**config.mk**
```make
export PLATFORM = sky130hd
export DESIGN_NAME = bca_adder
export DESIGN_NICKNAME = d
export VERILOG_FILES = /design/src/rtl/bca_pkg.sv /design/src/rtl/bca_bitgen.sv /design/src/rtl/bca_la_cell.sv /design/src/rtl/bca_slice.sv /design/src/rtl/bca_adder.sv
export SDC_FILE = /design/constraint.sdc
export NUM_CORES = 1
export LEC_CHECK = 0
export ABC_AREA = 1
export CORE_MARGIN = 2
export CORE_UTILIZATION = 40
export DETAILED_ROUTE_END_ITERATION = 16
export DONT_BUFFER_PORTS = 1
export SLEW_MARGIN = 20
export SYNTH_ARGS = -nofsm -noshare
export SYNTH_HDL_FRONTEND = slang
export SYNTH_SLANG_ARGS = --single-unit
export TNS_END_PERCENT = 50
```
**constraint.sdc**
```tcl
create_clock -name clk -period 5.35 [get_ports clk]
set_clock_uncertainty 0.15 [all_clocks]
set_input_delay 1.3375 -clock clk [delete_from_list [all_inputs] [get_ports clk]]
set_output_delay 1.3375 -clock clk [all_outputs]
set_load 0.05 [all_outputs]
```
**src/rtl/bca_pkg.sv**
```systemverilog
package bca_pkg;
  // fan-in of every lookahead stage (bits per block, blocks per super-block)
  localparam int BCA_FANIN = 4;
  // bits handled by one sum slice; carries are produced at this pitch
  localparam int BCA_SLICE = 2;
endpackage

```
**src/rtl/bca_bitgen.sv**
```systemverilog
module bca_bitgen #(
  parameter int WIDTH = 64
) (
  input  logic [WIDTH-1:0] a,
  input  logic [WIDTH-1:0] b,
  output logic [WIDTH-1:0] gen,
  output logic [WIDTH-1:0] xmit
);
  // generate: both set; transmit: inclusive OR (not exclusive)
  always_comb begin
    gen  = a & b;
    xmit = a | b;
  end
endmodule

```
**src/rtl/bca_la_cell.sv**
```systemverilog
module bca_la_cell #(
  parameter int N      = 4,
  parameter int STRIDE = 1
) (
  input  logic [N-1:0]        gen,
  input  logic [N-1:0]        xmit,
  input  logic                cin,
  output logic                grp_gen,
  output logic                grp_xmit,
  output logic [N/STRIDE-1:0] child_c
);
  localparam int NOUT = N / STRIDE;

  // group terms: do not depend on the incoming carry
  always_comb begin
    logic gacc;
    logic pacc;
    gacc = 1'b0;
    pacc = 1'b1;
    for (int i = 0; i < N; i++) begin
      gacc = gen[i] | (xmit[i] & gacc);
      pacc = pacc & xmit[i];
    end
    grp_gen  = gacc;
    grp_xmit = pacc;
  end

  // carries into children at the chosen pitch; flattens to sum of products
  always_comb begin
    for (int k = 0; k < NOUT; k++) begin
      logic c;
      c = cin;
      for (int j = 0; j < k * STRIDE; j++) begin
        c = gen[j] | (xmit[j] & c);
      end
      child_c[k] = c;
    end
  end
endmodule

```
**src/rtl/bca_slice.sv**
```systemverilog
module bca_slice (
  input  logic [1:0] a,
  input  logic [1:0] b,
  input  logic       c,
  output logic [1:0] s
);
  logic dif_lo;   // carry passes the lower bit
  logic gen_lo;   // carry born in the lower bit
  logic dif_hi;
  logic lo_c0, lo_c1;
  logic hi_pre;

  always_comb begin
    dif_lo = a[0] ^ b[0];
    gen_lo = a[0] & b[0];
    dif_hi = a[1] ^ b[1];
    // lower bit: two prepared versions, picked by the carry
    lo_c0  = dif_lo;
    lo_c1  = ~dif_lo;
    s[0]   = c ? lo_c1 : lo_c0;
    // upper bit: formed from both pairs, corrected only on pass-through
    hi_pre = dif_hi ^ gen_lo;
    s[1]   = hi_pre ^ (c & dif_lo);
  end
endmodule

```
**src/rtl/bca_adder.sv**
```systemverilog
module bca_adder
  import bca_pkg::*;
#(
  parameter int WIDTH = 64
) (
  input  logic             clk,
  input  logic             rst,
  input  logic [WIDTH-1:0] x,
  input  logic [WIDTH-1:0] y,
  input  logic             cin,
  output logic [WIDTH-1:0] sum,
  output logic             cout
);
  localparam int NBLK = WIDTH / BCA_FANIN;
  localparam int NSUP = NBLK / BCA_FANIN;
  localparam int NSLC = WIDTH / BCA_SLICE;
  localparam int CPB  = BCA_FANIN / BCA_SLICE;  // slice carries per block

  logic [WIDTH-1:0] bit_g, bit_p;
  logic [NBLK-1:0]  blk_g, blk_p, blk_c;
  logic [NSUP-1:0]  sup_g, sup_p, sup_c;
  logic [NSLC-1:0]  slc_c;
  logic             top_g, top_p;
  logic [WIDTH-1:0] sum_d;
  logic             cout_d;

  bca_bitgen #(.WIDTH(WIDTH)) u_bits (
    .a(x), .b(y), .gen(bit_g), .xmit(bit_p)
  );

  // level 1: four bits per block, carries every second bit
  for (genvar bk = 0; bk < NBLK; bk++) begin : g_blk
    bca_la_cell #(.N(BCA_FANIN), .STRIDE(BCA_SLICE)) u_cell (
      .gen     (bit_g[bk*BCA_FANIN +: BCA_FANIN]),
      .xmit    (bit_p[bk*BCA_FANIN +: BCA_FANIN]),
      .cin     (blk_c[bk]),
      .grp_gen (blk_g[bk]),
      .grp_xmit(blk_p[bk]),
      .child_c (slc_c[bk*CPB +: CPB])
    );
  end

  // level 2: four blocks per super-block
  for (genvar sb = 0; sb < NSUP; sb++) begin : g_sup
    bca_la_cell #(.N(BCA_FANIN), .STRIDE(1)) u_cell (
      .gen     (blk_g[sb*BCA_FANIN +: BCA_FANIN]),
      .xmit    (blk_p[sb*BCA_FANIN +: BCA_FANIN]),
      .cin     (sup_c[sb]),
      .grp_gen (sup_g[sb]),
      .grp_xmit(sup_p[sb]),
      .child_c (blk_c[sb*BCA_FANIN +: BCA_FANIN])
    );
  end

  // top stage: spans the super-blocks and takes the carry-in
  bca_la_cell #(.N(NSUP), .STRIDE(1)) u_top (
    .gen     (sup_g),
    .xmit    (sup_p),
    .cin     (cin),
    .grp_gen (top_g),
    .grp_xmit(top_p),
    .child_c (sup_c)
  );

  assign cout_d = top_g | (top_p & cin);

  for (genvar sl = 0; sl < NSLC; sl++) begin : g_slc
    bca_slice u_slice (
      .a(x[sl*BCA_SLICE +: BCA_SLICE]),
      .b(y[sl*BCA_SLICE +: BCA_SLICE]),
      .c(slc_c[sl]),
      .s(sum_d[sl*BCA_SLICE +: BCA_SLICE])
    );
  end

  always_ff @(posedge clk) begin
    if (rst) begin
      sum  <= '0;
      cout <= 1'b0;
    end else begin
      sum  <= sum_d;
      cout <= cout_d;
    end
  end
endmodule

```
==> results of run 1 <==
==> synth_stat cells <==
| master | n |
|---|---|
| a211oi_1 | 1 |
| xor2_1 | 30 |
| nand2_2 | 8 |
| o21ai_0 | 4 |
| nor3_1 | 3 |
| nor3b_1 | 16 |
| o21bai_1 | 24 |
| o21ai_4 | 1 |
| nor2_2 | 5 |
| or2_2 | 1 |
| nor2_1 | 87 |
| ha_1 | 160 |
| clkbuf_1 | 7 |
| nand3_2 | 1 |
| dfxtp_1 | 65 |
| nand4_1 | 2 |
| a21o_1 | 2 |
| nor3_2 | 1 |
| inv_1 | 202 |
| a21oi_2 | 5 |
| and2_4 | 1 |
| nand3_1 | 4 |
| xnor2_1 | 2 |
| fa_1 | 32 |
| a21oi_1 | 13 |
| nor2_4 | 3 |
| nor4b_2 | 1 |
| inv_2 | 7 |
| nand2_4 | 5 |
| nand2_1 | 53 |
| o21ai_2 | 1 |
| nor4_1 | 5 |
==> power by group through the flow <==
stage,registers (uW),clock network (uW),logic [uW]
6_report,848,582,402
5_1_grt,857,618,480
4_1_cts,851,606,412
3_5_place_dp,861,0,408
3_3_place_gp,862,0,403
2_1_floorplan,843,0,340
==> sequential cells by signal, summed over array words and instances, names as in the netlist <==
name / flops
sum: 64
cout: 1
==> layer usage <==
metal | vias up | track usage | wire [um]
li1 | 2225 | - | -
met4 | 0 | 0.06388 | 255
met1 | 1896 | 0.1784 | 5228
met5 | - | 0 | 0
met2 | 130 | 0.2522 | 5693
met3 | 19 | 0.05453 | 1138
==> cell type report <==
type | instances | area, um^2
Clock buffer | 14 | 284.0
Fill cell | 1612 | 8780
Inverter | 209 | 784.5
Sequential cell | 65 | 1301
Multi-Input combinational cell | 471 | 4225
Clock inverter | 2 | 10.01
Tap cell | 216 | 270.3
==> worst max path at each step <==
stage,slack [ns],end
after floorplan,1.17,sum[63]
after global placement,0.89,sum[63]
after detailed placement,0.87,sum[59]
after CTS,1.22,sum[59]
after global routing,0.83,sum[63]
final,1.25,sum[63]
==> critical path, delay by kind of cell <==
kind | cells | cell delay, ns
XOR/XNOR | 1 | 0.18
AND/OR/NAND/NOR | 14 | 1.26
adder cells (fa/ha/maj) | 4 | 0.99
buffers and inverters | 1 | 0.04
AO/OA/AOI/OAI | 3 | 0.38
==> stage by stage <==
stage / instance area [um^2] / util / setup slack (ns) / hold WS [ns]
after floorplan: 6337 / - / 1.166 / 1.450
after global placement: 6581 / 0.4204 / 0.8923 / 1.261
after detailed placement: 6581 / 0.4204 / 0.8653 / 1.265
after CTS: 6875 / 0.4392 / 1.220 / 0.9019
after global routing: 6875 / 0.4392 / 0.8341 / 0.9028
final: 6875 / 0.4392 / 1.250 / 0.9164
==> cells by family after synthesis <==
| logic type | share of synthesized area |
|---|---|
| simple gates | 0.1493 |
| fa+ha+maj | 0.4170 |
| xor+xnor | 0.04423 |
| flops | 0.2053 |
| compound gates | 0.05627 |
| buf+inv | 0.1279 |
==> impl_metrics.csv, run 1 <==
group,metric,value,unit
place,dp.cells,961,
sta,slew_violations,0,
clock_tree,root_buffer,"clkbuf_16",
clock_tree,htreeDepth,3,
clock_tree,cts.clk_slew.worst_paths,0.05,ns
hold_path,hold_end,"sum[60]",
finish,area_growth,8.490,%
route,vias,4270,
outcome,outcome,"completed",
hold_path,min_delay_path_depth,1,
setup_path,critical_path.max_stage_delay,0.35,ns
setup_path,crit_chain,"ha_1 -> inv_1 -> fa_1 -> nor2_1 -> nor2_1 -> o21bai_1 -> nand2_1 -> nand3_1 -> nand2_1 -> nand2_2 -> nand2_2 -> nand2_4 -> nand2_4 -> nand2_4 -> nand2_2 -> nand2_4 -> a21oi_2 -> fa_1 -> o21bai_1 -> ha_1 -> xor2_1 -> nor2_1 -> nor3b_1",
power_and_ir_drop,leakagePower,0.003876,uW
clock_tree,cts_buffer_depth,2,
yosys,yosysSeqAreaShare,0.2053,
sta,finalHoldViolations,0,
finish,layout_commonest_cell,"inv_1",
global_route,first_global_vias,4362,
route,drc,0,
clock_tree,ctsResizeCount,0,
floorplanning,start_util,0.4048,
route,first_pass_iters,4,
finish,final_nets,1079,
global_route,antenna_found_initial,0,
hold_path,min_path_type,"in -> reg",
power_and_ir_drop,p_comb_frac,0.219,
sta,tns,0,ns
power_and_ir_drop,sw_frac_of_total,0.3998,
sta,relSlewSlack,0.6137,
route,wire_per_inst,12.60,um
power_and_ir_drop,peakVddDrop,0.0001437,V
setup_path,crit_arrival,4.21,ns
floorplanning,die-area,0.01687,mm^2
yosys,synthCells,752,
setup_path,crit_fanout,4,
route,via_per_inst,4.371,
flow_run,maxCapViolCount,0,
finish,drive_gt1_frac,0.07227,
global_route,overflow,0,
global_route,grt_start_max_net_pins,66,
setup_path,slowest_stage,"fa_1",
clock_tree,cts_sinks,65,
place,hpwl,10480,um
yosys,yosys_warnings,0,
hold_path,hp-start,"rst",
power_and_ir_drop,p_int,1100,uW
finish,final-instance-count-excl-fill,977,
setup_path,path_class,"in -> reg",
floorplanning,rows,46,
yosys,ys_ff_latch,65,
finish,diodes,0,
global_route,grt_pass1_wl,20000,um
yosys,synth_top_area_share,0.3159,
power_and_ir_drop,p_total,1832,uW
power_and_ir_drop,power_frac_clock,0.318,
floorplanning,core_area,0.01566,mm^2
finish,mostFrequentLayoutCells,"202 x inv_1, 160 x ha_1, 87 x nor2_1",
clock_tree,post_cts_buffers,0,
sta,finalCriticalPeriod,4.100,ns
yosys,synth_nets,1075,
floorplanning,die_w,129.9,um
sta,finalCritPeriodShare,0.7663,
floorplanning,die_h,129.9,um
yosys,avgSynthCellArea,8.427,um^2
clock_tree,numCtsBuffers,9,
yosys,synth.distinct_cells,32,
setup_path,worst_path_most_repeated_cell,"nand2_4",
sta,finalSetupViolations,0,
place,gp_congestion,0.7876,
power_and_ir_drop,p_switching,732.5,uW
route,drtIter0Drc,79,
setup_path,critPathLaunchType,"primary input",
clock_tree,cts_hold_buf,0,
sta,rsz0062_at_grt,"no",
route,postRouteAntennaNets,0,
yosys,synth_area_leader_cell,"ha_1",
global_route,grt.total_usage,0.1521,
place,port_buffers,0,
yosys,synth_area,0.006337,mm^2
clock_tree,cts_tree,"yes",
route,wirelength,12310,um
sta,worst_pin_slew,0.5742,ns
setup_path,cp-end-kind,"flop",
power_and_ir_drop,pwr-share-seq,0.463,
setup_path,critical_path_required,5.46,ns
yosys,synth_area_leaders,"ha_1 32%, dfxtp_1 21%, inv_1 12%",
sta,max_clock_freq,0.2439,GHz
floorplanning,pin_count,196,
setup_path,crit_path_start,"y[8]",
power_and_ir_drop,powerDensity,266.5,mW/mm^2
Power figures use the tool's default switching activity.
==> run 2, diff against run 1 <==
==> constraint.sdc (replaced) <==
create_clock -name clk -period 3.8 [get_ports clk]
set_clock_uncertainty 0.15 [all_clocks]
set_input_delay 0.95 -clock clk [delete_from_list [all_inputs] [get_ports clk]]
set_output_delay 0.95 -clock clk [all_outputs]
set_load 0.05 [all_outputs]
==> run 2 against run 1 <==
Net effect:
- cell count up 3.2%
- clock power up 34%
- count of clock-buffer cells in the layout down 1
- first-iteration DRC count up 7.6%
- design area up 4.1%
- critical path type unchanged
- largest cell class unchanged
- wire length up 2.5%
- die area unchanged
- worst setup slack worse by 1.1 ns
- hold slack worse by 0.37 ns
- sequential share of layout area down 0.74 points
- sequential power up 40%
- non-clock buffer count up 31
==> impl_metrics.csv, run 2 (synthesized netlist as in run 1, its figures left out) <==
group,metric,value,unit
route,postRouteAntennaNets,0,
setup_path,path_class,"in -> reg",
global_route,grt.total_usage,0.1511,
place,hpwl,10660,um
finish,stdcell_area,0.007154,mm^2
route,drc,0,
hold_path,min_path_type,"in -> reg",
floorplanning,die-area,0.01687,mm^2
sta,relSlewSlack,0.5436,
power_and_ir_drop,p_int,1553,uW
sta,finalHoldViolations,0,
power_and_ir_drop,peakVddDrop,0.0001949,V
route,wirelength,12620,um
sta,slew_violations,0,
sta,finalCriticalPeriod,3.654,ns
finish,layout_commonest_cell,"inv_1",
place,port_buffers,0,
global_route,grt_pass1_wl,20020,um
floorplanning,core_area,0.01566,mm^2
setup_path,critical_path_required,3.91,ns
power_and_ir_drop,powerDensity,362.9,mW/mm^2
setup_path,worst_path_most_repeated_cell,"nand2_4",
setup_path,critical_path.max_stage_delay,0.35,ns
power_and_ir_drop,sw_frac_of_total,0.4020,
global_route,overflow,0,
global_route,grt_start_max_net_pins,66,
setup_path,critPathLaunchType,"primary input",
floorplanning,start_util,0.4048,
finish,drive_gt1_frac,0.1212,
finish,largest_register_ffs,64,
flow_run,maxCapViolCount,0,
clock_tree,cts_buffer_depth,2,
floorplanning,pin_count,196,
setup_path,crit_chain,"ha_4 -> inv_2 -> fa_2 -> nor2_2 -> nor2_1 -> o21bai_1 -> nand2_1 -> nand3_2 -> nand2_2 -> nand2_4 -> nand2_4 -> nand2_4 -> nand2_4 -> nand2_4 -> nand2_4 -> nand2_4 -> a21oi_4 -> fa_2 -> o21bai_1 -> ha_2 -> xor2_2 -> nor2_1 -> nor3b_1",
finish,largest-register,"sum",
power_and_ir_drop,p_switching,1044,uW
route,first_pass_iters,4,
setup_path,crit_arrival,3.76,ns
global_route,antenna_found_initial,0,
clock_tree,htreeDepth,3,
route,wire_per_inst,12.52,um
finish,diodes,0,
finish,mostFrequentLayoutCells,"201 x inv_1, 157 x ha_1, 86 x nor2_1",
clock_tree,cts.clk_slew.worst_paths,0.05,ns
floorplanning,die_w,129.9,um
sta,fin_hold_ws,0.5418,ns
clock_tree,root_buffer,"clkbuf_16",
global_route,first_global_vias,4422,
place,gp_congestion,0.7987,
finish,final_nets,1110,
setup_path,cp-end-kind,"flop",
floorplanning,die_h,129.9,um
sta,worst_pin_slew,0.6783,ns
finish,fillers,1561,
sta,finalCritPeriodShare,0.9615,
floorplanning,rows,46,
outcome,outcome,"completed",
setup_path,slowest_stage,"fa_2",
route,via_per_inst,4.343,
sta,finalSetupViolations,0,
finish,largest_registers,"sum: 64 flops, cout: 1 flops",
finish,area_growth,12.89,%
place,pre_cts_slack,-0.2696,ns
route,drtIter0Drc,85,
place,dpl_cell_area,0.006792,mm^2
clock_tree,cts_sinks,65,
clock_tree,cts_tree,"yes",
setup_path,crit_fanout,4,
power_and_ir_drop,pwr-share-seq,0.460,
power_and_ir_drop,p_comb_frac,0.241,
sta,setup_ws,0.1463,ns
route,vias,4378,
power_and_ir_drop,power_frac_clock,0.299,
clock_tree,numCtsBuffers,9,
sta,max_clock_freq,0.2737,GHz
power_and_ir_drop,leakagePower,0.004029,uW
==> run 2: changes by cell type in the layout (fill, tap and decap cells not counted), moves of 2 or more <==
cell and delta:
clkbuf_8 -2, nand2_4 +3, ha_2 +2, nand2_2 -2, fa_2 +3, fa_1 -3
ha_1 -3, buf_4 +31
==> run 2: critical path, delay by kind of cell <==
kind	cells	cell delay [ns]
xor+xnor	1	0.18
buf+inv	1	0.03
simple gates	14	1.15
compound gates	3	0.41
fa+ha+maj	4	1.03
==> run 2: metrics by stage <==
stage | std cells | setup TNS, ns | power [uW] | utilization
after floorplan | 752 | 0 | 1666 | -
after global placement | 989 | -0.8008 | 1818 | 0.4338
after detailed placement | 989 | -1.270 | 1828 | 0.4338
after CTS | 1005 | 0 | 2632 | 0.4514
after global routing | 1008 | -0.07239 | 2780 | 0.4570
final | 1008 | 0 | 2596 | 0.4570
==> run 2: what timing repair did <==
action	CTS	global route
buffers inserted	0	3
endpoints found under the setup margin	0	7
hold buffers	0	0
resized for setup	0	16
==> run 2: power groups by stage <==
| stage | clock (uW) | sequential, uW | combinational, uW |
|---|---|---|---|
| floorplan | 0 | 1190 | 479 |
| global placement | 0 | 1210 | 606 |
| detailed placement | 0 | 1210 | 617 |
| CTS | 813 | 1200 | 621 |
| global route | 839 | 1210 | 735 |
| finish | 778 | 1190 | 625 |
==> run 2: layout make-up <==
cell class	instances	area [um^2]	share of cell area
Clock buffer	13	260.3	0.03638
Sequential cell	65	1301	0.1819
Tap cell	216	270.3	0.03778
Clock inverter	3	15.01	0.002099
Inverter	209	784.5	0.1097
Timing Repair Buffer	31	232.7	0.03253
Multi-Input combinational cell	471	4290	0.5997
==> run 2: final timing paths <==
check	start	end	slack, ns	depth (start not counted)
setup / recovery	y[8]	sum[63]	0.15	23
hold / removal	rst	sum[62]	0.54	1
==> run 2: layer usage <==
layer | up-vias | share of wire | track usage
li1 | 2277 | - | -
met1 | 1958 | 0.41 | 0.1724
met2 | 126 | 0.47 | 0.2507
met3 | 17 | 0.10 | 0.06027
met4 | 0 | 0.022 | 0.06578
met5 | - | 0 | 0
